<file path="config.mk">
export PLATFORM = sky130hd
export DESIGN_NAME = clkgate_ctrl
export DESIGN_NICKNAME = d
export VERILOG_FILES = /design/src/rtl/clkgate_pkg.sv /design/src/rtl/clkgate_decode.sv /design/src/rtl/clkgate_lockreg.sv /design/src/rtl/clkgate_ctrl.sv
export SDC_FILE = /design/constraint.sdc
export NUM_CORES = 1
export LEC_CHECK = 0
export ABC_AREA = 1
export BUFFER_PORTS_ARGS = -buffer_cell sky130_fd_sc_hd__buf_2
export CORE_MARGIN = 8
export CORE_UTILIZATION = 45
export CTS_BUF_LIST = sky130_fd_sc_hd__clkbuf_8
export CTS_CLUSTER_DIAMETER = 40
export DETAILED_ROUTE_END_ITERATION = 8
export GPL_TIMING_DRIVEN = 0
export PLACE_DENSITY = 0.82
export SLEW_MARGIN = 20
export SYNTH_ARGS = -nofsm -noshare
export SYNTH_HDL_FRONTEND = slang
export SYNTH_SLANG_ARGS = --single-unit
export TNS_END_PERCENT = 5
</file>
<file path="constraint.sdc">
create_clock -name clk -period 1.3 [get_ports clk]
set_input_delay 0.26 -clock clk [delete_from_list [all_inputs] [get_ports clk]]
set_output_delay 0.26 -clock clk [all_outputs]
set_load 0.005 [all_outputs]
</file>
<file path="src/rtl/clkgate_pkg.sv">
package clkgate_pkg;

  // Read-source selector produced by the address decoder
  typedef enum logic [1:0] {
    RSEL_UNLOCK = 2'd0,
    RSEL_ENABLE = 2'd1,
    RSEL_RESET  = 2'd2,
    RSEL_NONE   = 2'd3
  } rsel_e;

  // Word indices of the three masks; the order is the software-visible map
  localparam int unsigned WIDX_UNLOCK = 0;
  localparam int unsigned WIDX_ENABLE = 1;
  localparam int unsigned WIDX_RESET  = 2;

  // True when a byte offset is word aligned and names the given word index
  function automatic logic offset_hits(input logic [31:0] offs, input int unsigned widx);
    return (offs[1:0] == 2'b00) && (offs[31:2] == 30'(widx));
  endfunction

  // Per-bit guarded update: allowed bits take the new value, others hold
  function automatic logic guarded_bit(input logic old_b, input logic new_b, input logic allow);
    return allow ? new_b : old_b;
  endfunction

endpackage

</file>
<file path="src/rtl/clkgate_decode.sv">
module clkgate_decode
  import clkgate_pkg::*;
#(
  parameter int unsigned ADDR_W = 4
) (
  input  logic              psel,
  input  logic              penable,
  input  logic              pwrite,
  input  logic [ADDR_W-1:0] paddr,
  output logic              wr_unlock,
  output logic              wr_enable,
  output logic              wr_reset,
  output rsel_e             rsel
);

  logic [31:0] offs;
  logic        hit_unlock;
  logic        hit_enable;
  logic        hit_reset;
  logic        wr_access;

  assign offs       = 32'(paddr);
  assign hit_unlock = offset_hits(offs, WIDX_UNLOCK);
  assign hit_enable = offset_hits(offs, WIDX_ENABLE);
  assign hit_reset  = offset_hits(offs, WIDX_RESET);

  // The write commits on the edge that closes the access phase
  assign wr_access = psel && penable && pwrite;

  assign wr_unlock = wr_access && hit_unlock;
  assign wr_enable = wr_access && hit_enable;
  assign wr_reset  = wr_access && hit_reset;

  always_comb begin
    if (hit_unlock)      rsel = RSEL_UNLOCK;
    else if (hit_enable) rsel = RSEL_ENABLE;
    else if (hit_reset)  rsel = RSEL_RESET;
    else                 rsel = RSEL_NONE;
  end

endmodule

</file>
<file path="src/rtl/clkgate_lockreg.sv">
module clkgate_lockreg
  import clkgate_pkg::*;
#(
  parameter int unsigned         W       = 7,
  parameter logic [W-1:0]        RST_VAL = '0
) (
  input  logic         clk,
  input  logic         rst_n,
  input  logic         we,
  input  logic [W-1:0] wdata,
  input  logic [W-1:0] unlock,
  output logic [W-1:0] q
);

  // One flop per bit, each guarded by its own unlock bit
  for (genvar i = 0; i < W; i++) begin : g_bit
    logic bit_q;
    always_ff @(posedge clk or negedge rst_n) begin
      if (!rst_n) bit_q <= RST_VAL[i];
      else if (we) bit_q <= guarded_bit(bit_q, wdata[i], unlock[i]);
    end
    assign q[i] = bit_q;
  end

  // bits whose unlock was clear at the edge never move
  locked_bits_hold_chk: assert property (@(posedge clk) disable iff (!rst_n)
    1'b1 |=> ((q ^ $past(q)) & ~$past(unlock)) == '0);

  // without a write strobe the mask is frozen
  mask_idle_stable_chk: assert property (@(posedge clk) disable iff (!rst_n)
    !we |=> $stable(q));

endmodule

</file>
<file path="src/rtl/clkgate_ctrl.sv">
module clkgate_ctrl
  import clkgate_pkg::*;
#(
  parameter int unsigned NUM_CORES = 7,
  parameter int unsigned ADDR_W    = 4,
  parameter int unsigned DATA_W    = 32
) (
  input  logic                 clk,
  input  logic                 rst_n,
  input  logic                 psel,
  input  logic                 penable,
  input  logic                 pwrite,
  input  logic [ADDR_W-1:0]    paddr,
  input  logic [DATA_W-1:0]    pwdata,
  output logic [DATA_W-1:0]    prdata,
  output logic                 pready,
  output logic [NUM_CORES-1:0] core_clk_en,
  output logic [NUM_CORES-1:0] core_rst
);

  localparam logic [NUM_CORES-1:0] EN_RST_VAL  = {NUM_CORES{1'b1}};
  localparam logic [NUM_CORES-1:0] RST_RST_VAL = '0;

  logic                 wr_unlock;
  logic                 wr_enable;
  logic                 wr_reset;
  rsel_e                rsel;
  logic [NUM_CORES-1:0] unlock_q;
  logic [NUM_CORES-1:0] enable_q;
  logic [NUM_CORES-1:0] reset_q;
  logic [NUM_CORES-1:0] wdata_lo;

  assign wdata_lo = pwdata[NUM_CORES-1:0];

  clkgate_decode #(.ADDR_W(ADDR_W)) u_decode (
    .psel      (psel),
    .penable   (penable),
    .pwrite    (pwrite),
    .paddr     (paddr),
    .wr_unlock (wr_unlock),
    .wr_enable (wr_enable),
    .wr_reset  (wr_reset),
    .rsel      (rsel)
  );

  // Unlock mask: always writable
  always_ff @(posedge clk or negedge rst_n) begin
    if (!rst_n)         unlock_q <= '0;
    else if (wr_unlock) unlock_q <= wdata_lo;
  end

  clkgate_lockreg #(.W(NUM_CORES), .RST_VAL(EN_RST_VAL)) u_enable (
    .clk    (clk),
    .rst_n  (rst_n),
    .we     (wr_enable),
    .wdata  (wdata_lo),
    .unlock (unlock_q),
    .q      (enable_q)
  );

  clkgate_lockreg #(.W(NUM_CORES), .RST_VAL(RST_RST_VAL)) u_reset (
    .clk    (clk),
    .rst_n  (rst_n),
    .we     (wr_reset),
    .wdata  (wdata_lo),
    .unlock (unlock_q),
    .q      (reset_q)
  );

  // Outputs come straight from flops: no glitch reaches the gate cells
  assign core_clk_en = enable_q;
  assign core_rst    = reset_q;
  assign pready      = 1'b1;

  always_comb begin
    prdata = '0;
    if (psel) begin
      unique case (rsel)
        RSEL_UNLOCK: prdata[NUM_CORES-1:0] = unlock_q;
        RSEL_ENABLE: prdata[NUM_CORES-1:0] = enable_q;
        RSEL_RESET:  prdata[NUM_CORES-1:0] = reset_q;
        default:     prdata = '0;
      endcase
    end
  end


  unmapped_read_zero_chk: assert property (@(posedge clk) disable iff (!rst_n)
    (psel && rsel == RSEL_NONE) |-> prdata == '0);


  upper_read_zero_chk: assert property (@(posedge clk) disable iff (!rst_n)
    1'b1 |-> prdata[DATA_W-1:NUM_CORES] == '0);


  unlock_takes_low_bits_chk: assert property (@(posedge clk) disable iff (!rst_n)
    (wr_unlock && pwdata[DATA_W-1:NUM_CORES] != '0) |=> unlock_q == $past(wdata_lo));


  unlock_idle_stable_chk: assert property (@(posedge clk) disable iff (!rst_n)
    !wr_unlock |=> $stable(unlock_q));


  reset_pin_follows_mask_chk: assert property (@(posedge clk) disable iff (!rst_n)
    $past(wr_reset) == 1'b0 |-> $stable(core_rst));

endmodule

</file>
==> impl_results.md <==
- Tmin final: 1.42 ns
- Worst setup SP type: flop
- DR vias: 1496
- Cell Count, Final, Fillers Out: 321
- Die ar.: 5540 µm²
- Die height: 74.5 µm
- Yosys cell types: 17
- Clock buffer depth: 2
- Sequential fraction of the synthesis area: 34.7%
- Final instance area: 2080 µm²
- Delay-heaviest family, CP: flip-flops
- Critical path type: flop to primary output
- Crit path largest cell delay: 0.54 ns
- Yosys warnings: 0
- Initial antenna violation count: 0
- Share of cells above drive strength 1: 42.5%
- DR pass1 iterations: 4
- Worst path buffer plus inverter count: 2
- Highest Clock Rate: 0.704 GHz
- WP data arrival: 1.16 ns
- Most frequent cells in the layout: nand2_1, buf_4, nand3_1, buf_2, conb_1
- Simple-Gate Fraction of Synth Area: 37.0%
- Crit share post-route: 109%
- Die Span X: 74.5 µm
- M3 GR Usage: 3.50%
- Hold Vio Cnt, Final: 0
- Post-Synth Adder-Cell Area: 0%
- First-pass GRT wire length: 6.79 mm
- Synth top area cells: dfrtp_1, buf_4, nand3_1
- Initial core utilization: 46.4%
- Worst Setup Slack, final: -0.120 ns
- DR iter-0 viols: 107
- Failing checks: setup timing
- Vias in the first global route: 1457
- Worst R2R End: u_enable.g_bit[1].bit_q$_DFFE_PN1P_
- Cts bufs inserted: 3
- RSZ-0062 raised after global routing: yes
- Largest family of logic cells by synthesized area: simple AND/OR/NAND/NOR gates
- Setup-failing EPs final: 14
- Cell mode on critical path: nand3_1
- Compound-Gate Fraction of Synth Area: 2.28%
- CP endpoint kind: primary output
- P_leak: 1.19 nW
- Count of final max-slew check failures: 0
- Syn Area/Cell: 7.54 µm²
- Post-Synth XOR/XNOR Area: 0%
- VDD IR max: 0.410 mV
- R2R cell count: 3
- Post-synth top area share: 22.8%
- RePlAce Congestion: 0.836
- Worst path cell trace: nand3_1 > nand3_1 > nand2_1 > inv_1 > buf_2
- Worst Hold Class: input pin to flop
- Skew-Pair Late Insertion Delay: 0.26 ns
- DP HPWL: 2.91 mm
- Maxcap violations: 0
- Mapped cell area: 1540 µm²
- IO Pins: 88
- HP Start: pwdata[1]
- FILL cells: 311
- Area leader, netlist: dfrtp_1
- GRT overflow: 0
- CTS tree: done
- Status: finished, violations left
- N_diodes: 0
- PortBufs: 35
- Worst-path clk slew: 0.08 ns
- Reg2Reg Setup Slack: 0.50 ns
- Synthesized instance count: 204
- P&R area growth vs syn: 35.3%
- Post-route ant nets: 0
- Wire per inst: 13.3 µm
- Post-route setup TNS: -1.07 ns
- Drt drc: 0
- Dpl ws: -0.394 ns
- CP max-delay cell: dfstp_2
- WHS: 0.226 ns
- H-tree levels: 1
- Largest net degree at the start of global routing: 22
- CP Max Fanout: 2
- Power density cells: 721 nW/µm²
- Sink Count: 21
- Dpl cells: 309
- Seq cells post-synth: 21
- GRT Util Overall: 15.5%
- WHS Endpoint: unlock_q[1]$_DFFE_PN0P_
- Mux cell area share after synthesis: 0%
- Core area: 3310 µm²
- Total wire length: 4.27 mm
- # nets final: 317
- Post-Route Utilization: 62.8%
- Via/cell ratio: 4.66
- DP Area: 1860 µm²
- Root buffer cell: clkbuf_8
- Met2 Use GR: 27.2%
- Commonest non-fill, non-tap cell in the layout: nand2_1
- Busiest grt layer: met2
- Grt met1 use: 18.3%
- Floorplan row count: 21
- Data required time of the worst path: 1.04 ns
- Power Total: 1.50 mW
- Reg2Reg Launch Point: u_enable.g_bit[1].bit_q$_DFFE_PN1P_
- Hold path cells: 3
- Setup Skew: 0.00133 ns
-- worst register-to-register path, cell delays in order, from the launching register on --
cell and delay (ns):
dfstp_2 0.54, buf_4 0.11, nand2_1 0.05, nand2_1 0.05
-- where the power goes --
group | internal, mW | switching, mW | leakage (nW)
registers | 0.697 | 0.0520 | 0.263
clock network | 0.211 | 0.226 | 0.0269
logic | 0.145 | 0.169 | 0.904
total | 1.05 | 0.447 | 1.19
-- kinds of logic (layout without fill, tap and decap cells) --
logic type,count (synthesis),count (layout)
DFF,21,21
other,2,26
AOI/OAI and AO/OA,7,7
and+or+nand+nor,116,116
buffers and inverters,58,105
-- final cells by class --
class	instances	area [µm²]	area share (%)
Sequential cell	21	534	25.7
Clock inverter	1	3.75	0.180
Multi-Input combinational cell	149	762	36.6
Buffer	47	373	17.9
Tap cell	46	57.6	2.77
Clock buffer	3	41.3	1.98
Inverter	11	43.8	2.10
Timing Repair Buffer	43	265	12.7
-- worst max path at each step --
stage               depth (start not counted)                                 from         to
floorplan                                   6                             paddr[1]  prdata[0]
global placement                            8                             paddr[1]  prdata[5]
detailed placement                          8                             paddr[1]  prdata[2]
CTS                                         5  u_enable.g_bit[0].bit_q$_DFFE_PN1P_  prdata[0]
global route                                5  u_enable.g_bit[2].bit_q$_DFFE_PN1P_  prdata[2]
finish                                      5  u_enable.g_bit[5].bit_q$_DFFE_PN1P_  prdata[5]
-- flip-flops by register name, summed over array words and instances (netlist names) --
name	flops
u_enable.g_bit.bit_q	7
u_reset.g_bit.bit_q	7
unlock_q	7
-- synthesized netlist by cell type --
cell	instances
buf_2	2
buf_4	43
buf_6	1
clkbuf_1	1
conb_1	2
dfrtp_1	14
dfstp_2	7
inv_1	10
inv_4	1
nand2_1	52
nand3_1	42
nand3_4	1
nand4_1	14
nor2_1	2
nor2_2	1
nor2_4	4
o21ai_0	7
-- layer usage --
layer | share of wire [%] | up-vias
met5 | 0 | -
li1 | - | 752
met2 | 51 | 53
met4 | 1.1 | 0
met3 | 7.2 | 6
met1 | 41 | 685
-- what timing repair did --
action,in CTS,in global routing
setup buffers,7,0
pin swaps,3,2
gates resized for setup,11,21
hold buffers,1,0
endpoints found under the hold margin,14,0
endpoints found under the setup margin,7,14
Note: power is estimated with default switching activity, not from simulation.
